[src/rtl/zz_sleep_pkg.sv]
package zz_sleep_pkg;
  typedef enum logic [1:0] {
    ST_ACTIVE  = 2'd0,
    ST_ENTER   = 2'd1,
    ST_SLEEP   = 2'd2,
    ST_RECOVER = 2'd3
  } slp_state_e;
endpackage

[src/rtl/zz_sync.sv]
module zz_sync #(
  parameter int STAGES = 2
) (
  input  logic clk_i,
  input  logic rst_ni,
  input  logic d_i,
  output logic q_o
);
  logic [STAGES-1:0] sr_q;

  generate
    if (STAGES == 1) begin : g_one
      always_ff @(posedge clk_i or negedge rst_ni) begin
        if (!rst_ni) sr_q <= '0;
        else         sr_q <= d_i;
      end
    end else begin : g_many
      always_ff @(posedge clk_i or negedge rst_ni) begin
        if (!rst_ni) sr_q <= '0;
        else         sr_q <= {sr_q[STAGES-2:0], d_i};
      end
    end
  endgenerate

  assign q_o = sr_q[STAGES-1];
endmodule

[src/rtl/zz_sleep_fsm.sv]
module zz_sleep_fsm
  import zz_sleep_pkg::*;
#(
  parameter int ENTER_CYCLES = 2,
  parameter int EXIT_CYCLES  = 2
) (
  input  logic       clk_i,
  input  logic       rst_ni,
  input  logic       zz_s_i,
  output slp_state_e state_o
);
  localparam int MAXC = (ENTER_CYCLES > EXIT_CYCLES) ? ENTER_CYCLES : EXIT_CYCLES;
  localparam int CW   = $clog2(MAXC + 1);
  localparam logic [CW-1:0] ENTER_LD = CW'(ENTER_CYCLES - 1);
  localparam logic [CW-1:0] EXIT_LD  = CW'(EXIT_CYCLES - 1);

  slp_state_e st_q, st_d;
  logic [CW-1:0] cnt_q, cnt_d;

  always_comb begin
    st_d  = st_q;
    cnt_d = cnt_q;
    unique case (st_q)
      ST_ACTIVE: if (zz_s_i) begin
        st_d  = ST_ENTER;
        cnt_d = ENTER_LD;
      end
      ST_ENTER: begin
        if (cnt_q == '0) st_d = ST_SLEEP;
        else             cnt_d = cnt_q - 1'b1;
      end
      ST_SLEEP: if (!zz_s_i) begin
        st_d  = ST_RECOVER;
        cnt_d = EXIT_LD;
      end
      ST_RECOVER: begin
        if (cnt_q == '0) st_d = ST_ACTIVE;
        else             cnt_d = cnt_q - 1'b1;
      end
      default: st_d = ST_ACTIVE;
    endcase
  end

  always_ff @(posedge clk_i or negedge rst_ni) begin
    if (!rst_ni) begin
      st_q  <= ST_ACTIVE;
      cnt_q <= '0;
    end else begin
      st_q  <= st_d;
      cnt_q <= cnt_d;
    end
  end

  assign state_o = st_q;

  a_r2_leave_active: assert property (@(posedge clk_i) disable iff (!rst_ni)
    (st_q == ST_ACTIVE && zz_s_i) |=> st_q == ST_ENTER);
  a_r3_enter_to_sleep: assert property (@(posedge clk_i) disable iff (!rst_ni)
    (st_q == ST_ENTER && cnt_q == '0) |=> st_q == ST_SLEEP);
  a_r4_sleep_holds: assert property (@(posedge clk_i) disable iff (!rst_ni)
    (st_q == ST_SLEEP && zz_s_i) |=> st_q == ST_SLEEP);
  a_r5_wake_starts_recovery: assert property (@(posedge clk_i) disable iff (!rst_ni)
    (st_q == ST_SLEEP && !zz_s_i) |=> st_q == ST_RECOVER);
endmodule

[src/rtl/zz_sleep_err.sv]
module zz_sleep_err (
  input  logic clk_i,
  input  logic rst_ni,
  input  logic recover_i,
  input  logic desel_i,
  output logic err_o
);
  logic err_q;

  always_ff @(posedge clk_i or negedge rst_ni) begin
    if (!rst_ni)                    err_q <= 1'b0;
    else if (recover_i && !desel_i) err_q <= 1'b1;
  end

  assign err_o = err_q;

  a_r6_err_sticky: assert property (@(posedge clk_i) disable iff (!rst_ni)
    err_q |=> err_q);
  a_r6_err_sets: assert property (@(posedge clk_i) disable iff (!rst_ni)
    (recover_i && !desel_i) |=> err_q);
  a_r7_no_err_outside: assert property (@(posedge clk_i) disable iff (!rst_ni)
    (!recover_i && !err_q) |=> !err_q);
endmodule

[src/rtl/zz_sleep_ctrl.sv]
module zz_sleep_ctrl
  import zz_sleep_pkg::*;
#(
  parameter int SYNC_STAGES  = 2,
  parameter int ENTER_CYCLES = 2,
  parameter int EXIT_CYCLES  = 2
) (
  input  logic clk_i,
  input  logic rst_ni,
  input  logic zz_i,
  input  logic desel_i,
  output logic sleep_o,
  output logic mask_o,
  output logic bus_off_o,
  output logic proto_err_o
);
  logic       zz_s;
  slp_state_e st;

  zz_sync #(.STAGES(SYNC_STAGES)) u_sync (
    .clk_i (clk_i),
    .rst_ni(rst_ni),
    .d_i   (zz_i),
    .q_o   (zz_s)
  );

  zz_sleep_fsm #(.ENTER_CYCLES(ENTER_CYCLES), .EXIT_CYCLES(EXIT_CYCLES)) u_fsm (
    .clk_i  (clk_i),
    .rst_ni (rst_ni),
    .zz_s_i (zz_s),
    .state_o(st)
  );

  zz_sleep_err u_err (
    .clk_i    (clk_i),
    .rst_ni   (rst_ni),
    .recover_i(st == ST_RECOVER),
    .desel_i  (desel_i),
    .err_o    (proto_err_o)
  );

  assign sleep_o   = (st == ST_SLEEP);
  assign mask_o    = (st != ST_ACTIVE);
  // release the bus as soon as a request is seen; in-flight access is dropped
  assign bus_off_o = mask_o | zz_s;

  a_r5_mask_drops_after_recovery: assert property (@(posedge clk_i) disable iff (!rst_ni)
    $fell(mask_o) |-> $past(st) == ST_RECOVER);
  a_r4_sleep_rises_from_entry: assert property (@(posedge clk_i) disable iff (!rst_ni)
    $rose(sleep_o) |-> $past(st) == ST_ENTER);
endmodule

[config.mk]
export PLATFORM = sky130hd
export DESIGN_NAME = zz_sleep_ctrl
export DESIGN_NICKNAME = d
export VERILOG_FILES = /design/src/rtl/zz_sleep_pkg.sv /design/src/rtl/zz_sync.sv /design/src/rtl/zz_sleep_fsm.sv /design/src/rtl/zz_sleep_err.sv /design/src/rtl/zz_sleep_ctrl.sv
export SDC_FILE = /design/constraint.sdc
export NUM_CORES = 1
export LEC_CHECK = 0
export ABC_AREA = 1
export BUFFER_PORTS_ARGS = -buffer_cell sky130_fd_sc_hd__buf_2
export CAP_MARGIN = 15
export CELL_PAD_IN_SITES_DETAIL_PLACEMENT = 1
export CELL_PAD_IN_SITES_GLOBAL_PLACEMENT = 1
export CORE_AREA = 2 2 39 41
export DETAILED_ROUTE_END_ITERATION = 7
export DIE_AREA = 0 0 41 43
export PLACE_DENSITY_LB_ADDON = 0.1
export SKIP_LAST_GASP = 1
export SYNTH_ARGS = -nofsm -noshare
export SYNTH_HDL_FRONTEND = slang
export SYNTH_SLANG_ARGS = --single-unit
[constraint.sdc]
create_clock -name clk_i -period 1.45 [get_ports clk_i]
set_input_delay 0.0725 -clock clk_i [delete_from_list [all_inputs] [get_ports clk_i]]
set_output_delay 0.0725 -clock clk_i [all_outputs]
set_load 0.01 [all_outputs]
==> flow_summary.json, run 1 <==
{
  "rsz0062_at_grt": "false",
  "setup_viol": 0,
  "synth_flop_cell": "dfrtp_1",
  "synthMuxAreaShare_pct": 0,
  "start_util_pct": 28.6,
  "ios": 8,
  "met2_usage_pct": 15.0,
  "ant_nets": 0,
  "hold_path.class": "in -> async",
  "grt_use_met3_pct": 4.71,
  "synth_cells": 46,
  "p_switching_mw": 0.437,
  "ys_ff_latch": 7,
  "drive_gt1_share_pct": 25.0,
  "synthTopCellsByArea": "dfrtp_1 (44%), ha_1 (16%), nand2_1 (12%), inv_1 (7.6%), nand3_1 (5.1%)",
  "synthAdderAreaFrac_pct": 15.8,
  "maxCapViolations": 0,
  "place_inst": 69,
  "leakagePower_nw": 0.274,
  "synth.net_count": 55,
  "crit_top_cell": "nand2_1",
  "cts_tree": "built",
  "synth.most_common_cell": "nand2_1",
  "die-area_mm2": 0.00176,
  "p_per_area_mw_per_mm2": 1990,
  "rr_worst_depth": 8,
  "cts_buffers": 3,
  "nets": 70,
  "crit_arrival_ns": 1.37,
  "critical_path_required_ns": 1.59,
  "slew_violations": 0,
  "worstPathCellList": "inv_1 -> ha_1 -> inv_1 -> nand2_1 -> nand2_4 -> nand2_1 -> nand2_1 -> nand2_1",
  "cts.htree.levels": 1,
  "via_per_inst": 4.37,
  "intPower_mw": 0.573,
  "tightest_slew_ns": 0.213,
  "crit_path_max_fanout": 6,
  "grt_util_met1_pct": 16.8,
  "die_h_um": 43,
  "synthXorXnorAreaFrac_pct": 0,
  "post_cts_resized": 0,
  "irDropWorstVdd_mv": 0.560,
  "post-route-period-util_pct": 84.9,
  "drt_wl_total_um": 723,
  "clk-insertion-delay-late_ns": 0.25,
  "cts_sinks": 7,
  "min_period_ns": 1.23,
  "status": "completed",
  "path_clk_slew_ns": 0.05,
  "end_kind": "register",
  "synth.avg_cell_area_um2": 8.60,
  "antennaDiodeCount": 0,
  "drc": 0,
  "core_mm2": 0.00138,
  "worstReg2RegStart": "u_fsm.state_o[0]",
  "critical_path_class": "reg -> reg",
  "synth_top_family_by_area": "simple AND/OR/NAND/NOR gates",
  "p_sw_share_pct": 43.3,
  "layoutNonFillerInstCount": 76,
  "drt_first_pass_iters": 1,
  "syn2layout_area_growth_pct": 28.2,
  "hpwl_um": 607,
  "vias": 332,
  "grt_use_total_pct": 12.4,
  "r2r_setup_slack_ns": 0.22,
  "dr.first_iter.drc_count": 0,
  "cp_slowest_stage_delay_ns": 0.39,
  "synthArstFlopShare_pct": 100,
  "synth_compound_area_share_pct": 7.59,
  "fill_cells": 184,
  "cts_buffer_depth": 2,
  "fin_skew_ns": 0.00426,
  "synth_top_cell_by_area": "dfrtp_1",
  "grt_max_degree": 8,
  "grt_pass1_wl_um": 1420,
  "synth_edf_count": 0,
  "cts_root_buf": "clkbuf_4",
  "busiest_layer": "met1",
  "timing.rr.end": "u_fsm.state_o[1]",
  "pwr-share-comb_pct": 52.5,
  "grt_overflow": 0,
  "yosysTopAreaCellShare_pct": 44.3,
  "fin_setup_tns_ns": 0,
  "rows": 14,
  "gp_congestion": 0.804,
  "hold_viol": 0,
  "pwr-share-clk_pct": 17.5,
  "grt_antenna_before_repair": 0,
  "synth_simple_gate_area_share_pct": 23.7,
  "fmax_ghz": 0.812,
  "ys_warn_count": 0,
  "syn_area_um2": 395,
  "io_buffers": 7,
  "yosys-top-cells-count": "nand2_1 (13), inv_1 (8), dfrtp_1 (7)",
  "die_w_um": 41,
  "relSlewSlack_pct": 85.8,
  "post_drt_wl_per_cell_um": 9.51,
  "grt_pass1_vias": 360,
  "ys_types": 12,
  "start_kind": "register",
  "critPathSlowestCell": "dfrtp_1",
  "synth-seq-area-share_pct": 44.3,
  "seq_power_share_pct": 30.0
}
## repair_timing
item	CTS	global route
setup buffers	0	0
hold buffers	3	0
hold endpoints to repair	9	0
endpoints found under the setup margin	0	0
## metal layers
layer	vias up	wire length, um
li1	169	-
met3	3	32
met5	-	0
met1	150	363
met4	0	27
met2	10	298
## placed cells by master, fill, tap and decap left out, drive strengths merged
cell         instances
buf                  7
nand2               15
clkbuf               4
o21ai                3
ha                   5
nor2                 2
dfrtp                7
dlygate4sd3          3
o21bai               1
nand3                4
inv                  9
## metrics by stage
step           util, %  worst slack [ns]  total power, mW  instance area, um^2  hold WS [ns]
6_report          36.6             0.218             1.01                  507         0.181
5_1_grt           36.6            0.0680             1.15                  507         0.189
4_1_cts           36.6             0.197             1.03                  507         0.173
3_5_place_dp      32.5             0.212            0.842                  450       -0.0809
3_3_place_gp      32.5             0.263            0.823                  450       -0.0860
2_1_floorplan        -             0.282            0.705                  395        -0.223
## layout make-up
cell class                      count  area, um^2  area share, %
Timing Repair Buffer               10        65.1           12.8
Inverter                            9        33.8           6.67
Tap cell                           16        20.0           3.95
Sequential cell                     7         175           34.6
Clock buffer                        4        26.3           5.19
Multi-Input combinational cell     30         186           36.8
## registers in the layout (all words and copies together), names as in the netlist
register,flops
u_sync.sr_q,2
u_fsm.cnt_q,2
u_fsm.state_o,2
u_err.err_o,1
## worst max path at each step
| stage | start | endpoint | slack, ns | cells after the start |
|---|---|---|---|---|
| floorplan | u_fsm.state_o[0] | u_fsm.state_o[0] | 0.28 | 8 |
| detailed placement | u_fsm.state_o[0] | u_fsm.state_o[0] | 0.21 | 8 |
| global placement | u_fsm.state_o[0] | u_fsm.cnt_q[0] | 0.26 | 8 |
| finish | u_fsm.state_o[0] | u_fsm.state_o[1] | 0.22 | 8 |
| global route | u_fsm.state_o[0] | u_fsm.state_o[1] | 0.07 | 8 |
| CTS | u_fsm.state_o[0] | u_fsm.state_o[1] | 0.20 | 8 |
## kinds of logic (layout without fill, tap and decap cells)
family | Yosys count | after routing
DFF | 7 | 7
and+or+nand+nor | 21 | 21
buffers and inverters | 9 | 23
adders and majority gates | 5 | 5
AOI/OAI and AO/OA | 4 | 4
## power by group through the flow
stage	Sequential, mW	Combinational, mW	Clock [mW]
after floorplan	0.298	0.407	0
after global placement	0.304	0.519	0
after global routing	0.313	0.632	0.204
after detailed placement	0.307	0.536	0
after CTS	0.304	0.545	0.186
final	0.303	0.530	0.177
## worst max-delay path: cells and delay by family (launching register included)
family                   cells  cell delay, ns
adder cells (fa/ha/maj)      1            0.21
AND/OR/NAND/NOR              5            0.36
buffers and inverters        2            0.15
flip-flops                   1            0.39
No activity file was read; power rests on OpenSTA's default activity.
==> inputs of run 2 (changes only) <==
- clock period: 1.45 -> 1 ns (I/O delays scaled with it)
==> run 2 against run 1 <==
The run now ends with setup timing left. Wire length rose by 52%. Die area did not move. Clock power rose by 55%. Combinational power rose by 150%. Fmax rose by 0.35%. Hold slack got worse by 0.029 ns. Clock-buffer cell count did not move. Largest power group unchanged. Via count rose by 12%. Flip-flop and latch count did not move. First-iteration DRC count rose by 2. Non-clock buffer count rose by 5. Register-to-register slack got worse by 0.45 ns.
==> flow_summary.json, run 2 (synthesis gave the netlist of run 1 again) <==
{
  "layoutNonFillerInstCount": 81,
  "drc": 0,
  "place_inst": 72,
  "busiest_layer": "met2",
  "hold_viol": 0,
  "cts.htree.levels": 1,
  "end_kind": "register",
  "die_h_um": 43,
  "vias": 373,
  "grt_antenna_before_repair": 0,
  "via_per_inst": 4.60,
  "grt_pass1_vias": 382,
  "r2r_setup_slack_ns": -0.23,
  "violations": "setup timing",
  "fin_skew_ns": 0.00227,
  "grt_overflow": 0,
  "placed_cell_area_um2": 478,
  "relSlewSlack_pct": 88.0,
  "drt_wl_total_um": 1100,
  "hold-worst-slack_ns": 0.152,
  "ant_nets": 0,
  "fin_ws_ns": -0.227,
  "clk-insertion-delay-late_ns": 0.26,
  "fmax_ghz": 0.815,
  "multi_input_area_um2": 264,
  "slew_violations": 0,
  "post-route-period-util_pct": 123,
  "nets": 75,
  "fill_cells": 166,
  "crit_arrival_ns": 1.37,
  "min_period_ns": 1.23,
  "irDropWorstVdd_mv": 0.995,
  "gp_congestion": 0.802,
  "total_power_mw": 2.08,
  "crit_path_max_fanout": 6,
  "syn2layout_area_growth_pct": 59.5,
  "antennaDiodeCount": 0,
  "leakagePower_nw": 0.303,
  "path_clk_slew_ns": 0.06,
  "critical_path_class": "reg -> reg",
  "grt_use_met3_pct": 4.71,
  "io_buffers": 7,
  "grt_max_degree": 8,
  "rsz0062_at_grt": "true",
  "final_cell_mix": "nand2_1 (8), buf_2 (7), inv_1 (5), dfrtp_1 (5)",
  "rows": 14,
  "dr.first_iter.drc_count": 2,
  "setup_viol": 7,
  "p_per_area_mw_per_mm2": 3290,
  "start_kind": "register",
  "cts_buffers": 3,
  "preCtsSetupSlack_ns": -0.265,
  "grt_util_met1_pct": 19.1,
  "critical_path_required_ns": 1.15,
  "die_w_um": 41,
  "met2_usage_pct": 20.6,
  "ff_latch_area_um2": 178,
  "cts_root_buf": "clkbuf_4",
  "die-area_mm2": 0.00176,
  "fin_area_um2": 631,
  "grt_use_total_pct": 14.7,
  "cts_buffer_depth": 2,
  "drive_gt1_share_pct": 52.3,
  "status": "finished, violations left",
  "start_util_pct": 28.6,
  "tightest_slew_ns": 0.179,
  "hold_path.class": "in -> async",
  "ios": 8,
  "hpwl_um": 767,
  "core_mm2": 0.00138,
  "cts_sinks": 7,
  "maxCapViolations": 0,
  "final_common_cell": "nand2_1",
  "drt_first_pass_iters": 3,
  "cts_tree": "built",
  "post_drt_wl_per_cell_um": 13.5,
  "grt_pass1_wl_um": 1670
}
-- run 2: cell types whose count changed in the layout (fill, tap and decap cells not counted), moves of 3 or more --
cell	delta
buf_4	+4
ha_1	-4
ha_4	+3
inv_1	-3
nand2_1	-5
nand2_2	+3
-- run 2: timing repair --
action | 4_1_cts | 5_1_grt
setup buffers | 1 | 1
gates resized for setup | 11 | 9
pin swaps | 3 | 0
setup endpoints to repair | 7 | 8
endpoints found under the hold margin | 9 | 0
hold buffers | 3 | 0
-- run 2: stage by stage --
step                      TNS (ns)  utilization, %
final                        -1.46            45.6
after global routing         -1.83            45.6
after CTS                    -1.46            42.6
after detailed placement    -0.989            34.5
after global placement      -0.636            34.5
after floorplan             -0.464               -
-- run 2: critical path, stage by stage (launching register included) --
cell and delay (ns):
dfrtp_2 0.44, buf_6 0.13, ha_4 0.15, inv_2 0.05
nand2_2 0.05, nand2_4 0.11, nand2_4 0.06, nand2_1 0.06
nand2_1 0.06
-- run 2: worst paths after layout --
check / start / end / cells past startpoint
setup / recovery: u_fsm.state_o[1] / u_fsm.state_o[0] / 8
hold / removal: rst_ni / u_fsm.state_o[0] / 2
min in group clk_i: u_sync.sr_q[0] / u_sync.sr_q[1] / 0
max in group asynchronous: rst_ni / u_fsm.state_o[1] / 2
setup reg to reg: u_fsm.state_o[1] / u_fsm.state_o[0] / 8
hold reg to reg: u_sync.sr_q[0] / u_sync.sr_q[1] / 0
-- run 2: routing by layer --
| metal | wire length (um) | vias to the layer above | share of wire [%] |
|---|---|---|---|
| met5 | 0 | - | 0 |
| met4 | 19 | 0 | 1.7 |
| met3 | 41 | 4 | 3.7 |
| met2 | 591 | 10 | 54 |
| li1 | - | 177 | - |
| met1 | 444 | 182 | 40 |
-- run 2: power by group --
part	switching [mW]	internal, mW
registers	0.0964	0.380
clock network	0.121	0.153
logic	0.716	0.608
-- run 2: final cells by class --
type / instances / share of cell area (%)
flip-flops and latches: 7 / 28.2
well taps: 16 / 3.17
multi-input cells: 30 / 41.9
repair buffers: 15 / 16.9
inverters: 9 / 5.75
clock buffers: 4 / 4.17
